[src/rtl/unlock_seq_pkg.sv]
package unlock_seq_pkg;

  localparam int DATA_W = 8;
  localparam int CMP_W  = 15;
  localparam int ID_COUNT = 2;

  localparam logic [CMP_W-1:0]  CMD_ADDR_A = 15'h5555;
  localparam logic [CMP_W-1:0]  CMD_ADDR_B = 15'h2AAA;

  localparam logic [DATA_W-1:0] CODE_LEAD    = 8'hAA;
  localparam logic [DATA_W-1:0] CODE_SECOND  = 8'h55;
  localparam logic [DATA_W-1:0] CODE_UNLOCK  = 8'hA0;
  localparam logic [DATA_W-1:0] CODE_IDEXIT  = 8'hF0;
  localparam logic [DATA_W-1:0] CODE_ARM     = 8'h80;
  localparam logic [DATA_W-1:0] CODE_ERASE   = 8'h10;
  localparam logic [DATA_W-1:0] CODE_IDENTER = 8'h60;

  typedef enum logic [2:0] {
    SEQ_IDLE, SEQ_C1, SEQ_C2, SEQ_C3, SEQ_C4, SEQ_C5
  } seqStateT;

  // decoded view of the current write, from datapath to control
  typedef struct packed {
    logic lead;
    logic second;
    logic unlock;
    logic idExit;
    logic arm;
    logic erase;
    logic idEnter;
  } cmdHitT;

  // strobes from control to datapath
  typedef struct packed {
    logic passWrite;
    logic idSelect;
  } strobeT;

  function automatic logic [DATA_W-1:0] idCodeOf(input int idx);
    return (idx == 0) ? 8'hDA : 8'hC1;
  endfunction

endpackage

[src/rtl/unlock_seq_dpath.sv]
module unlock_seq_dpath
  import unlock_seq_pkg::*;
#(
  parameter int ADDR_W = 17
) (
  input  logic                clk,
  input  logic                rstN,
  input  logic [ADDR_W-1:0]   wrAddr,
  input  logic [DATA_W-1:0]   wrData,
  input  logic [ADDR_W-1:0]   rdAddr,
  input  logic [DATA_W-1:0]   arrayData,
  input  strobeT              strobe,
  output cmdHitT              hit,
  output logic [DATA_W-1:0]   rdData,
  output logic                pgWrite,
  output logic [ADDR_W-1:0]   pgAddr,
  output logic [DATA_W-1:0]   pgData
);

  logic atA, atB;
  assign atA = (wrAddr[CMP_W-1:0] == CMD_ADDR_A);
  assign atB = (wrAddr[CMP_W-1:0] == CMD_ADDR_B);

  always_comb begin
    hit.lead    = atA && (wrData == CODE_LEAD);
    hit.second  = atB && (wrData == CODE_SECOND);
    hit.unlock  = atA && (wrData == CODE_UNLOCK);
    hit.idExit  = atA && (wrData == CODE_IDEXIT);
    hit.arm     = atA && (wrData == CODE_ARM);
    hit.erase   = atA && (wrData == CODE_ERASE);
    hit.idEnter = atA && (wrData == CODE_IDENTER);
  end

  // page-buffer write port, registered
  always_ff @(posedge clk or negedge rstN) begin
    if (!rstN) begin
      pgWrite <= 1'b0;
      pgAddr  <= '0;
      pgData  <= '0;
    end else begin
      pgWrite <= strobe.passWrite;
      if (strobe.passWrite) begin
        pgAddr <= wrAddr;
        pgData <= wrData;
      end
    end
  end

  // identification override on the read path
  logic [ID_COUNT-1:0] idHit;
  logic [DATA_W-1:0]   idVal [ID_COUNT];

  for (genvar g = 0; g < ID_COUNT; g++) begin : g_idCode
    assign idHit[g] = strobe.idSelect && (rdAddr == ADDR_W'(g));
    assign idVal[g] = idCodeOf(g);
  end

  always_comb begin
    rdData = arrayData;
    for (int i = 0; i < ID_COUNT; i++)
      if (idHit[i]) rdData = idVal[i];
  end

endmodule

[src/rtl/unlock_seq_ctrl.sv]
module unlock_seq_ctrl
  import unlock_seq_pkg::*;
#(
  parameter int PAGE_BYTES = 128,
  parameter bit PROT_RESET = 1'b1
) (
  input  logic   clk,
  input  logic   rstN,
  input  logic   wrValid,
  input  logic   pageEnd,
  input  cmdHitT hit,
  output strobeT strobe,
  output logic   loadOpen,
  output logic   eraseReq,
  output logic   idMode,
  output logic   protectOn
);

  localparam int CNT_W = $clog2(PAGE_BYTES + 1);

  seqStateT        seq, seqNext;
  logic [CNT_W-1:0] byteCnt;
  logic passNow, unlockNow, eraseNow, idInNow, idOutNow, openNow;

  always_comb begin
    seqNext   = seq;
    passNow   = 1'b0;
    unlockNow = 1'b0;
    eraseNow  = 1'b0;
    idInNow   = 1'b0;
    idOutNow  = 1'b0;
    if (wrValid) begin
      if (loadOpen) begin
        seqNext = SEQ_IDLE;
        passNow = (byteCnt < CNT_W'(PAGE_BYTES));
      end else begin
        // default: mismatch, restart on a lead write, else return to idle
        seqNext = hit.lead ? SEQ_C1 : SEQ_IDLE;
        passNow = !protectOn && !hit.lead;
        unique case (seq)
          SEQ_C1: if (hit.second) begin seqNext = SEQ_C2; passNow = 1'b0; end
          SEQ_C2: begin
            if (hit.unlock) begin
              seqNext = SEQ_IDLE; unlockNow = 1'b1; passNow = 1'b0;
            end else if (hit.idExit) begin
              seqNext = SEQ_IDLE; idOutNow = 1'b1; passNow = 1'b0;
            end else if (hit.arm) begin
              seqNext = SEQ_C3; passNow = 1'b0;
            end
          end
          SEQ_C3: if (hit.lead) begin seqNext = SEQ_C4; passNow = 1'b0; end
          SEQ_C4: if (hit.second) begin seqNext = SEQ_C5; passNow = 1'b0; end
          SEQ_C5: begin
            if (hit.erase) begin
              seqNext = SEQ_IDLE; eraseNow = 1'b1; passNow = 1'b0;
            end else if (hit.idEnter) begin
              seqNext = SEQ_IDLE; idInNow = 1'b1; passNow = 1'b0;
            end
          end
          default: ;
        endcase
      end
    end
  end

  assign openNow = unlockNow || (passNow && !loadOpen);

  always_ff @(posedge clk or negedge rstN) begin
    if (!rstN) begin
      seq       <= SEQ_IDLE;
      loadOpen  <= 1'b0;
      byteCnt   <= '0;
      eraseReq  <= 1'b0;
      idMode    <= 1'b0;
      protectOn <= PROT_RESET;
    end else begin
      seq      <= seqNext;
      eraseReq <= eraseNow;
      if (unlockNow) protectOn <= 1'b1;
      if (idInNow) idMode <= 1'b1;
      else if (idOutNow) idMode <= 1'b0;
      if (openNow) begin
        loadOpen <= 1'b1;
        byteCnt  <= unlockNow ? '0 : CNT_W'(1);
      end else if (pageEnd) begin
        loadOpen <= 1'b0;
        byteCnt  <= '0;
      end else if (passNow) begin
        byteCnt  <= byteCnt + CNT_W'(1);
      end
    end
  end

  assign strobe.passWrite = passNow;
  assign strobe.idSelect  = idMode;

endmodule

[src/rtl/unlock_seq_decoder.sv]
module unlock_seq_decoder
  import unlock_seq_pkg::*;
#(
  parameter int ADDR_W     = 17,
  parameter int PAGE_BYTES = 128,
  parameter bit PROT_RESET = 1'b1
) (
  input  logic              clk,
  input  logic              rstN,
  input  logic              wrValid,
  input  logic [ADDR_W-1:0] wrAddr,
  input  logic [7:0]        wrData,
  input  logic              pageEnd,
  input  logic [ADDR_W-1:0] rdAddr,
  input  logic [7:0]        arrayData,
  output logic [7:0]        rdData,
  output logic              pgWrite,
  output logic [ADDR_W-1:0] pgAddr,
  output logic [7:0]        pgData,
  output logic              loadOpen,
  output logic              eraseReq,
  output logic              idMode,
  output logic              protectOn
);

  cmdHitT hit;
  strobeT strobe;

  unlock_seq_dpath #(.ADDR_W(ADDR_W)) u_dpath (
    .clk(clk), .rstN(rstN), .wrAddr(wrAddr), .wrData(wrData),
    .rdAddr(rdAddr), .arrayData(arrayData), .strobe(strobe), .hit(hit),
    .rdData(rdData), .pgWrite(pgWrite), .pgAddr(pgAddr), .pgData(pgData)
  );

  unlock_seq_ctrl #(.PAGE_BYTES(PAGE_BYTES), .PROT_RESET(PROT_RESET)) u_ctrl (
    .clk(clk), .rstN(rstN), .wrValid(wrValid), .pageEnd(pageEnd), .hit(hit),
    .strobe(strobe), .loadOpen(loadOpen), .eraseReq(eraseReq),
    .idMode(idMode), .protectOn(protectOn)
  );

endmodule

[config.mk]
export PLATFORM = sky130hd
export DESIGN_NAME = unlock_seq_decoder
export DESIGN_NICKNAME = d
export VERILOG_FILES = /design/src/rtl/unlock_seq_pkg.sv /design/src/rtl/unlock_seq_dpath.sv /design/src/rtl/unlock_seq_ctrl.sv /design/src/rtl/unlock_seq_decoder.sv
export SDC_FILE = /design/constraint.sdc
export NUM_CORES = 1
export LEC_CHECK = 0
export BUFFER_PORTS_ARGS = -buffer_cell sky130_fd_sc_hd__buf_2
export CORE_MARGIN = 3
export CORE_UTILIZATION = 50
export CTS_CLUSTER_DIAMETER = 120
export DETAILED_ROUTE_END_ITERATION = 6
export PLACE_DENSITY = 0.85
export SYNTH_ARGS = -nofsm -noshare
export SYNTH_HDL_FRONTEND = slang
export SYNTH_SLANG_ARGS = --single-unit
[constraint.sdc]
create_clock -name clk -period 4.8 [get_ports clk]
set_clock_uncertainty 0.15 [all_clocks]
set_input_delay 0.48 -clock clk [delete_from_list [all_inputs] [get_ports clk]]
set_output_delay 0.48 -clock clk [all_outputs]
set_load 0.03 [all_outputs]
==> out/qor.yml, run 1 <==
status:
  result_of_the_run: "finished clean"
cts:
  cts_tree: "done"
  cts_hold_fix_bufs: 0
  worst_skew_pair.late_latency_ps: 290
  cts_htree_levels: 2
  tritoncts.num_buffers: 5
  max-clock-path-buffers: 2
  path_clk_slew_ps: 80
  post_cts.repair.setup_buffers: 0
  cts.root.buffer_cell: "sky130_fd_sc_hd__clkbuf_8"
  cts_resized: 0
  clkSinkCount: 40
layout:
  final_common_cell: "sky130_fd_sc_hd__buf_2"
  share_of_final_layout_standard_cells_stronger_than_drive_strength_1_pct: 35.7
  layout.cells.most_common_list: "sky130_fd_sc_hd__buf_2, sky130_fd_sc_hd__nand2_1, sky130_fd_sc_hd__dfrtp_1, sky130_fd_sc_hd__nor2_1, sky130_fd_sc_hd__clkbuf_8"
  layout_overhead_on_the_synthesized_area_pct: 29.9
  insertedDiodeCount: 0
  final_core_utilization_pct: 69.2
  nNetsFinal: 365
worst_setup_path:
  endpoint_kind: "output port"
  crit_path_max_fanout: 8
  critical_path_class: "primary input to output port"
  critical_path.reg2reg.startpoint: "u_ctrl.loadOpen$_DFFE_PN0P_"
  crit_end: "rdData[0]"
  r2r_slack_ps: 2310
  crit_chain: "buf_2 -> or4_1 -> nor4_4 -> mux2_2 -> buf_2"
  crit_top_cell: "sky130_fd_sc_hd__buf_2"
  reg2regPathDepth: 6
  cp.required_ps: 4170
  cp-startpoint: "rdAddr[9]"
  slowest_delay_ps: 560
  critPathSlowestCell: "sky130_fd_sc_hd__or4_1"
  reg2reg_to: "u_ctrl.byteCnt[5]$_DFFE_PN0P_"
  worstSetupStartpointType: "primary input"
  cp.arrival_ps: 2180
synth:
  post_synth_top_area_cell: "sky130_fd_sc_hd__dfrtp_1"
  synth.yosys.seq_area_share_pct: 50.2
  synthDominantCellAreaShare_pct: 50.2
  post_synth.cell_area_avg_um2: 9.07
  area_of_the_mapped_netlist_mm2: 0.00199
  synth-seq-cells: 40
  yosys_warnings: 0
  yosys.cell_types.count: 46
  synth_top_cells_by_area: "sky130_fd_sc_hd__dfrtp_1, sky130_fd_sc_hd__nand2_1, sky130_fd_sc_hd__nor2_1"
  post_syn_nets: 275
  synthCells: 220
sta:
  final_period_minus_worst_setup_slack_ps: 2810
  clock.fmax_mhz: 355
  totalNegativeSetupSlack_ps: 0
  final_clock_period_utilization_by_the_worst_path_pct: 58.6
  rsz0062_at_grt: "no"
  worst_relative_slew_slack_pct: 35.4
  setup_viol: 0
  finalMaxSlewViolations: 0
  hold_viol: 0
  worst-slew-pin-transition_ps: 969
power_and_ir_drop:
  pwr_density_cell_mw_per_mm2: 321
  power.switching_mw: 0.237
  power.ir.vdd_worst_v: 0.000171
  netSwitchingFraction_pct: 28.5
  clock_power_share_pct: 36.0
  p_comb_share_pct: 19.0
  p_leak_nw: 1.40
  power_frac_seq_pct: 45.0
  internal_power_mw: 0.595
routing:
  postRouteWirelength_um: 5140
  via_per_inst: 5.27
  post_drt_wl_per_cell_um: 14.3
  drt-pass1-iter-count: 7
  routed-via-count: 1893
  drc: 0
  drtIter0Drc: 129
  postRouteAntennaNets: 0
placed_design:
  placement.io_buffers: 90
  detailedPlacementHpwl_um: 3940
  place.gp.congestion: 0.783
hold_path:
  min_path_type: "primary input to async pin"
global_route:
  via_count_of_the_first_global_routing_pass: 1861
  grt_max_degree: 41
  grt.total_usage_pct: 22.4
  wire_length_of_the_first_global_routing_pass_um: 8660
  grt.overflow.total: 0
  grt_antenna_before_repair: 0
die:
  floorplan.die.width_um: 69.2
  floorplan.io_pins: 92
  die_area_mm2: 0.00478
  starting_utilization_of_the_core_area_pct: 53.3
  dieHeight_um: 69.2
  core.rowCount: 22
  floorplan.core_area_mm2: 0.00374
run:
  timing.max_cap.violations: 0
==> cell families after synthesis <==
kind of cell,Yosys count,share of synthesized area [%]
buf+inv,14,3.64
fa+ha+maj,1,0.627
mux,4,2.07
other cells,1,0.188
xor+xnor,5,2.20
simple gates,143,36.8
compound gates,12,4.27
flops,40,50.2
==> Yosys cell counts, drive strengths merged <==
cell	number
and2b	1
and4	2
xnor2	1
and2	2
o21ai	2
a21oi	2
and3	1
or3b	2
or4bb	1
xor2	4
mux2	1
o211ai	2
or4b	2
nor3	2
or3	2
nand2	83
or2	3
buf	5
nor4	6
o2bb2ai	1
mux2i	3
nand4	7
and3b	1
or4	1
o22ai	1
a31oi	1
a32oi	1
o21ba	1
clkinv	1
inv	6
conb	1
dfrtp	40
nor4b	3
nor2	11
nor4bb	3
clkbuf	2
nand3	5
ha	1
a41o	1
nor2b	3
and4b	2
==> power by group through the flow <==
| stage | Combinational (mW) | Sequential, mW | Clock, mW |
|---|---|---|---|
| 2_1_floorplan | 0.0373 | 0.431 | 0 |
| 3_3_place_gp | 0.156 | 0.380 | 0 |
| 3_5_place_dp | 0.159 | 0.381 | 0 |
| 4_1_cts | 0.159 | 0.375 | 0.301 |
| 5_1_grt | 0.171 | 0.378 | 0.319 |
| 6_report | 0.158 | 0.374 | 0.300 |
==> layout make-up <==
class                      count  area [um^2]
tap                           48         60.1
timing repair buffer          90          450
multi-input combinational    166          921
clock inverter                 1         30.0
fill                         287         1150
sequential                    40         1000
inverter                       7         31.3
clock buffer                   7         96.3
==> layer usage <==
metal  part of all wire (%)  vias up  track usage (%)  wire length [um]
met1                     42      886             28.0              2150
met5                      0        -                0                 0
met4                    1.7        0             7.16                86
li1                       -      924                -                 -
met2                     50       74             38.1              2580
met3                    6.2        9             5.10               319
==> stage by stage <==
step	hold slack, ps	worst slack [ps]	cell area [um^2]	total power [mW]	cells
finish	152	1990	2590	0.832	359
global route	223	1860	2590	0.867	359
CTS	177	1970	2590	0.835	359
detailed placement	308	1970	2460	0.540	351
global placement	302	2020	2460	0.536	351
floorplan	34.4	2080	1990	0.468	220
==> state kept, by name, summed over array words and instances (netlist names) <==
register,count
u_dpath.pgAddr,17
u_ctrl.byteCnt,8
u_ctrl.idMode,1
u_ctrl.seq,3
u_dpath.pgWrite,1
u_dpath.pgData,8
u_ctrl.eraseReq,1
u_ctrl.loadOpen,1
==> critical path: cells and delay by family <==
family,cells,cell delay [ps]
multiplexers,1,390
AND/OR/NAND/NOR,2,1050
buffers and inverters,2,260
==> worst min path at each step <==
| stage | start | to | slack (ps) | depth (start not counted) |
|---|---|---|---|---|
| floorplan | rstN | u_ctrl.byteCnt[0]$_DFFE_PN0P_ | 30 | 0 |
| CTS | rstN | u_dpath.pgAddr[15]$_DFFE_PN0P_ | 180 | 1 |
| global placement | u_dpath.pgAddr[16]$_DFFE_PN0P_ | u_dpath.pgAddr[16]$_DFFE_PN0P_ | 300 | 2 |
| finish | rstN | u_dpath.pgAddr[7]$_DFFE_PN0P_ | 150 | 1 |
| detailed placement | u_dpath.pgAddr[10]$_DFFE_PN0P_ | u_dpath.pgAddr[10]$_DFFE_PN0P_ | 310 | 2 |
| global route | rstN | u_ctrl.seq[0]$_DFFE_PN0P_ | 220 | 1 |
(Power assumes the default switching activity.)
==> run 2: changes to the inputs <==
--- a/config.mk
+++ b/config.mk
@@ -7,10 +7,10 @@
 export LEC_CHECK = 0
 export BUFFER_PORTS_ARGS = -buffer_cell sky130_fd_sc_hd__buf_2
 export CORE_MARGIN = 3
-export CORE_UTILIZATION = 50
+export CORE_UTILIZATION = 46
 export CTS_CLUSTER_DIAMETER = 120
 export DETAILED_ROUTE_END_ITERATION = 6
-export PLACE_DENSITY = 0.85
+export PLACE_DENSITY = 0.79
 export SYNTH_ARGS = -nofsm -noshare
 export SYNTH_HDL_FRONTEND = slang
 export SYNTH_SLANG_ARGS = --single-unit
==> constraint.sdc (replaced) <==
create_clock -name clk -period 2.6 [get_ports clk]
set_clock_uncertainty 0.15 [all_clocks]
set_input_delay 0.26 -clock clk [delete_from_list [all_inputs] [get_ports clk]]
set_output_delay 0.26 -clock clk [all_outputs]
set_load 0.03 [all_outputs]
==> run 2 against run 1 <==
  * Combinational power rose by 84%
  * Via count rose by 0.16%
  * Setup slack got worse by 1700 ps
  * Non-clock buffer count rose by 3
  * First-iteration DRC count fell by 0.78%
  * Global-route usage fell by 0.97 points
  * Critical path depth rose by 1
  * Wire length fell by 0.72%
  * Critical endpoint is now rdData[1]
  * Largest power group unchanged
==> out/qor.yml, run 2 (same netlist as run 1, synthesis figures left out) <==
status:
  result_of_the_run: "finished clean"
layout:
  fin_area_mm2: 0.00258
  fillerInstances: 352
  layout_overhead_on_the_synthesized_area_pct: 29.5
  layout.cells.non_filler: 364
  final_common_cell: "sky130_fd_sc_hd__buf_2"
  largest_reg_flops: 17
  largestRegisters: "u_dpath.pgAddr: 17 flops, u_ctrl.byteCnt: 8 flops, u_dpath.pgData: 8 flops"
  insertedDiodeCount: 0
  nNetsFinal: 368
  layout.cells.most_common_list: "sky130_fd_sc_hd__buf_2, sky130_fd_sc_hd__nand2_1, sky130_fd_sc_hd__dfrtp_1, sky130_fd_sc_hd__nor2_1"
  registers.top_by_ff_count: "u_dpath.pgAddr"
  share_of_final_layout_standard_cells_stronger_than_drive_strength_1_pct: 36.0
run:
  timing.max_cap.violations: 0
sta:
  hold_viol: 0
  worst-slew-pin-transition_ps: 874
  worst_relative_slew_slack_pct: 41.7
  final_period_minus_worst_setup_slack_ps: 2260
  finalMaxSlewViolations: 0
  rsz0062_at_grt: "no"
  fin_worst_hold_slack_ps: 12.6
  totalNegativeSetupSlack_ps: 0
  final_clock_period_utilization_by_the_worst_path_pct: 87.1
  clock.fmax_mhz: 442
  setup_viol: 0
worst_setup_path:
  endpoint_kind: "output port"
  reg2regPathDepth: 6
  cp.required_ps: 2190
  critical_path.reg2reg.startpoint: "u_ctrl.loadOpen$_DFFE_PN0P_"
  crit_path_max_fanout: 7
  r2r_slack_ps: 600
  cp.arrival_ps: 1850
  worstSetupStartpointType: "register"
  critical_path_class: "register to output port"
  reg2reg_to: "u_ctrl.byteCnt[5]$_DFFE_PN0P_"
power_and_ir_drop:
  internal_power_mw: 0.972
  power_mw: 1.40
  pwr_density_cell_mw_per_mm2: 542
  power.switching_mw: 0.428
  power.ir.vdd_worst_v: 0.000429
  p_comb_share_pct: 20.8
  p_leak_nw: 1.40
  power_frac_seq_pct: 49.3
  clock_power_share_pct: 29.9
  netSwitchingFraction_pct: 30.6
global_route:
  grt.total_usage_pct: 21.4
  via_count_of_the_first_global_routing_pass: 1915
  grt_max_degree: 41
  grt_antenna_before_repair: 0
  wire_length_of_the_first_global_routing_pass_um: 8670
  grt.overflow.total: 0
hold_path:
  min-delay-start: "wrAddr[15]"
  worst_hold_path.endpoint: "u_dpath.pgAddr[15]$_DFFE_PN0P_"
  timing.hold.worst_path_depth: 3
  min_path_type: "primary input to register"
die:
  starting_utilization_of_the_core_area_pct: 48.8
  dieHeight_um: 71.8
  floorplan.die.width_um: 71.8
  floorplan.core_area_mm2: 0.00409
  floorplan.io_pins: 92
  core.rowCount: 23
  die_area_mm2: 0.00516
routing:
  drt-pass1-iter-count: 4
  postRouteWirelength_um: 5100
  route.met3.wl_um: 352
  route.layer.met1.wl_um: 2180
  postRouteAntennaNets: 0
  dr_wl_met2_um: 2490
  via_per_inst: 5.21
  routed-via-count: 1896
  drc: 0
  routed.top_layer: "met4"
  post_drt_wl_per_cell_um: 14.0
  drtIter0Drc: 128
placed_design:
  place.detailed.instances: 355
  placement.cell_area_mm2: 0.00248
  place.gp.congestion: 0.822
  detailedPlacementHpwl_um: 3870
  placement.io_buffers: 90
cts:
  post_cts.repair.setup_buffers: 0
  clkSinkCount: 40
  cts.root.buffer_cell: "sky130_fd_sc_hd__clkbuf_8"
  worst_skew_pair.late_latency_ps: 280
  tritoncts.num_buffers: 5
  max-clock-path-buffers: 2
  path_clk_slew_ps: 70
  cts_htree_levels: 2
  cts_tree: "done"
==> run 2: changes by cell type in the layout (fill, tap and decap cells not counted) <==
cell and delta:
sky130_fd_sc_hd__clkbuf_8 -1, sky130_fd_sc_hd__dlygate4sd3_1 +1, sky130_fd_sc_hd__bufinv_16 -1, sky130_fd_sc_hd__clkinv_2 +2, sky130_fd_sc_hd__buf_4 +2
==> run 2: critical path, cell delays in order, from the launching register on <==
cell and delay (ps):
sky130_fd_sc_hd__dfrtp_1 370, sky130_fd_sc_hd__nor4b_1 240, sky130_fd_sc_hd__nand3_1 170, sky130_fd_sc_hd__nor4_4 190
sky130_fd_sc_hd__buf_4 200, sky130_fd_sc_hd__mux2i_1 180, sky130_fd_sc_hd__buf_2 220
==> run 2: power groups by stage <==
stage | clock, mW | combinational (mW) | sequential (mW)
finish | 0.419 | 0.291 | 0.691
global route | 0.467 | 0.316 | 0.695
CTS | 0.431 | 0.295 | 0.691
detailed placement | 0 | 0.294 | 0.702
global placement | 0 | 0.287 | 0.701
floorplan | 0 | 0.0689 | 0.795
==> run 2: metal layers <==
metal / up-vias / global-route usage [%]
met1: 868 / 27.6
li1: 933 / -
met2: 88 / 35.7
met3: 7 / 5.33
met4: 0 / 6.26
met5: - / 0
==> run 2: per-stage QoR <==
stage                     util [%]  worst slack [ps]
after floorplan                  -               316
after CTS                     63.2               295
after global routing          63.2               105
final                         63.2               335
after global placement        60.7               435
after detailed placement      60.7               393
==> run 2: timing repair <==
action / 4_1_cts / 5_1_grt
resized for setup: 0 / 0
hold buffers: 1 / 0
hold endpoints to repair: 40 / 0
==> run 2: layout make-up <==
cell class	count	area [um^2]	area share (%)
repair buffers	93	475	18.4
clock buffers	6	82.6	3.20
clock inverters	2	10.0	0.387
multi-input cells	166	921	35.6
well taps	50	62.6	2.42
inverters	7	31.3	1.21
flip-flops and latches	40	1000	38.7
==> run 2: worst max path at each step <==
stage	from	end	slack [ps]
floorplan	u_ctrl.idMode$_DFFE_PN0P_	rdData[1]	320
global placement	rdAddr[9]	rdData[3]	440
detailed placement	rdAddr[9]	rdData[1]	390
CTS	u_ctrl.idMode$_DFFE_PN0P_	rdData[1]	300
global route	u_ctrl.idMode$_DFFE_PN0P_	rdData[1]	100
finish	u_ctrl.idMode$_DFFE_PN0P_	rdData[1]	340
==> run 3: changes to the inputs <==
--- a/config.mk
+++ b/config.mk
@@ -10,7 +10,7 @@
 export CORE_UTILIZATION = 46
 export CTS_CLUSTER_DIAMETER = 120
 export DETAILED_ROUTE_END_ITERATION = 6
-export PLACE_DENSITY = 0.79
+export PLACE_DENSITY = 0.77
 export SYNTH_ARGS = -nofsm -noshare
 export SYNTH_HDL_FRONTEND = slang
 export SYNTH_SLANG_ARGS = --single-unit
==> run 3 against run 2 <==
  * Fmax decreased by 4.8%
  * Critical path depth unchanged
  * Non-clock buffer count unchanged
  * Clock power increased by 40%
  * Hold slack got worse by 8.5 ps
  * Wire length decreased by 2.4%
  * Total power increased by 12%
  * Setup slack got worse by 110 ps
  * Clock-buffer cell count decreased by 1
  * Sequential share of layout area decreased by 0.54 points
  * Core utilization increased by 0.89 points
  * First-iteration DRC count increased by 5.5%
  * Largest power group unchanged
==> out/qor.yml, run 3 (same netlist as run 1, synthesis figures left out) <==
die:
  floorplan.core_area_mm2: 0.00409
  core.rowCount: 23
  die_area_mm2: 0.00516
  dieHeight_um: 71.8
  floorplan.io_pins: 92
  floorplan.die.width_um: 71.8
  starting_utilization_of_the_core_area_pct: 48.8
sta:
  hold_viol: 0
  totalNegativeSetupSlack_ps: 0
  finalMaxSlewViolations: 0
  clock.fmax_mhz: 420
  setup_viol: 0
  final_period_minus_worst_setup_slack_ps: 2380
  worst-slew-pin-transition_ps: 882
  final_clock_period_utilization_by_the_worst_path_pct: 91.5
  rsz0062_at_grt: "no"
  fin_worst_hold_slack_ps: 4.01
  worst_relative_slew_slack_pct: 41.2
worst_setup_path:
  critical_path_class: "register to output port"
  r2r_slack_ps: 610
  reg2regPathDepth: 6
  crit_path_max_fanout: 5
  cp.required_ps: 2190
  cp.arrival_ps: 1970
  endpoint_kind: "output port"
  worstSetupStartpointType: "register"
cts:
  path_clk_slew_ps: 70
  cts_resized: 0
  cts_htree_levels: 2
  cts_hold_fix_bufs: 1
  clkSinkCount: 40
  cts.root.buffer_cell: "sky130_fd_sc_hd__clkbuf_8"
  max-clock-path-buffers: 2
  cts_tree: "done"
  post_cts.repair.setup_buffers: 0
  worst_skew_pair.late_latency_ps: 290
  tritoncts.num_buffers: 5
global_route:
  grt.overflow.total: 0
  wire_length_of_the_first_global_routing_pass_um: 8190
  grt.total_usage_pct: 20.5
  grt_antenna_before_repair: 0
  grt_max_degree: 41
  via_count_of_the_first_global_routing_pass: 1875
layout:
  share_of_final_layout_standard_cells_stronger_than_drive_strength_1_pct: 35.8
  total_area_of_multi_input_combinational_cells_um2: 921
  nNetsFinal: 368
  largestRegisters: "u_dpath.pgAddr: 17 flops, u_ctrl.byteCnt: 8 flops, u_dpath.pgData: 8 flops"
  largest_reg_flops: 17
  registers.top_by_ff_count: "u_dpath.pgAddr"
  fin_area_mm2: 0.00262
  layout_overhead_on_the_synthesized_area_pct: 31.4
  final_common_cell: "sky130_fd_sc_hd__buf_2"
  sequential_area_mm2: 0.00100
  insertedDiodeCount: 0
  layout.cells.most_common_list: "sky130_fd_sc_hd__buf_2, sky130_fd_sc_hd__nand2_1, sky130_fd_sc_hd__dfrtp_1, sky130_fd_sc_hd__nor2_1, sky130_fd_sc_hd__nand4_1"
  fillerInstances: 343
run:
  timing.max_cap.violations: 0
placed_design:
  placement.cell_area_mm2: 0.00248
  placement.io_buffers: 90
  place.gp.congestion: 0.789
  detailedPlacementHpwl_um: 3790
routing:
  postRouteWirelength_um: 4980
  drc: 0
  via_per_inst: 5.31
  drtIter0Drc: 135
  post_drt_wl_per_cell_um: 13.7
  drt-pass1-iter-count: 4
  routed-via-count: 1928
  postRouteAntennaNets: 0
power_and_ir_drop:
  pwr_density_cell_mw_per_mm2: 599
  power.ir.vdd_worst_v: 0.000321
  p_leak_nw: 1.42
status:
  result_of_the_run: "finished clean"
hold_path:
  min_path_type: "primary input to register"
  timing.hold.worst_path_depth: 3
==> run 3: critical path, cell delays in order, from the launching register on <==
cell and delay [ps]:
sky130_fd_sc_hd__dfrtp_1 380, sky130_fd_sc_hd__nor4b_1 260, sky130_fd_sc_hd__nand3_1 170, sky130_fd_sc_hd__nor4_4 280
sky130_fd_sc_hd__buf_4 200, sky130_fd_sc_hd__mux2i_1 170, sky130_fd_sc_hd__buf_2 210
==> run 3: power by group <==
group / internal, mW / switching [mW]
registers: 0.667 / 0.0236
clock network: 0.378 / 0.211
logic: 0.0935 / 0.197
total: 1.14 / 0.431
==> run 3: worst paths after layout <==
check	from	endpoint
worst max-delay path	u_ctrl.idMode$_DFFE_PN0P_	rdData[4]
worst min-delay path	wrAddr[15]	u_dpath.pgAddr[15]$_DFFE_PN0P_
worst max register to register	u_ctrl.loadOpen$_DFFE_PN0P_	u_ctrl.byteCnt[5]$_DFFE_PN0P_
worst min register to register	u_dpath.pgAddr[12]$_DFFE_PN0P_	u_dpath.pgAddr[12]$_DFFE_PN0P_
max in group asynchronous	rstN	u_dpath.pgData[7]$_DFFE_PN0P_
min in group asynchronous	rstN	u_dpath.pgAddr[10]$_DFFE_PN0P_
==> run 3: area by class of cell <==
type / count / area share, %
flip-flops and latches: 40 / 38.2
inverters: 7 / 1.19
well taps: 50 / 2.39
clock inverters: 2 / 2.29
clock buffers: 5 / 2.63
repair buffers: 93 / 18.1
multi-input cells: 166 / 35.1
==> run 3: stage by stage <==
step	setup slack, ps	power, mW	utilization, %	std cells
6_report	221	1.57	64.1	363
5_1_grt	122	1.64	64.1	363
4_1_cts	214	1.58	64.1	363
3_5_place_dp	327	0.995	60.7	355
3_3_place_gp	362	0.989	60.7	355
2_1_floorplan	316	0.864	-	220
==> run 3: routing by layer <==
metal / vias up / track usage [%] / wire (um)
met5: - / 0 / 0
met4: 0 / 10.9 / 123
met3: 13 / 5.75 / 487
met2: 103 / 33.5 / 2330
met1: 880 / 24.5 / 2040
li1: 932 / - / -
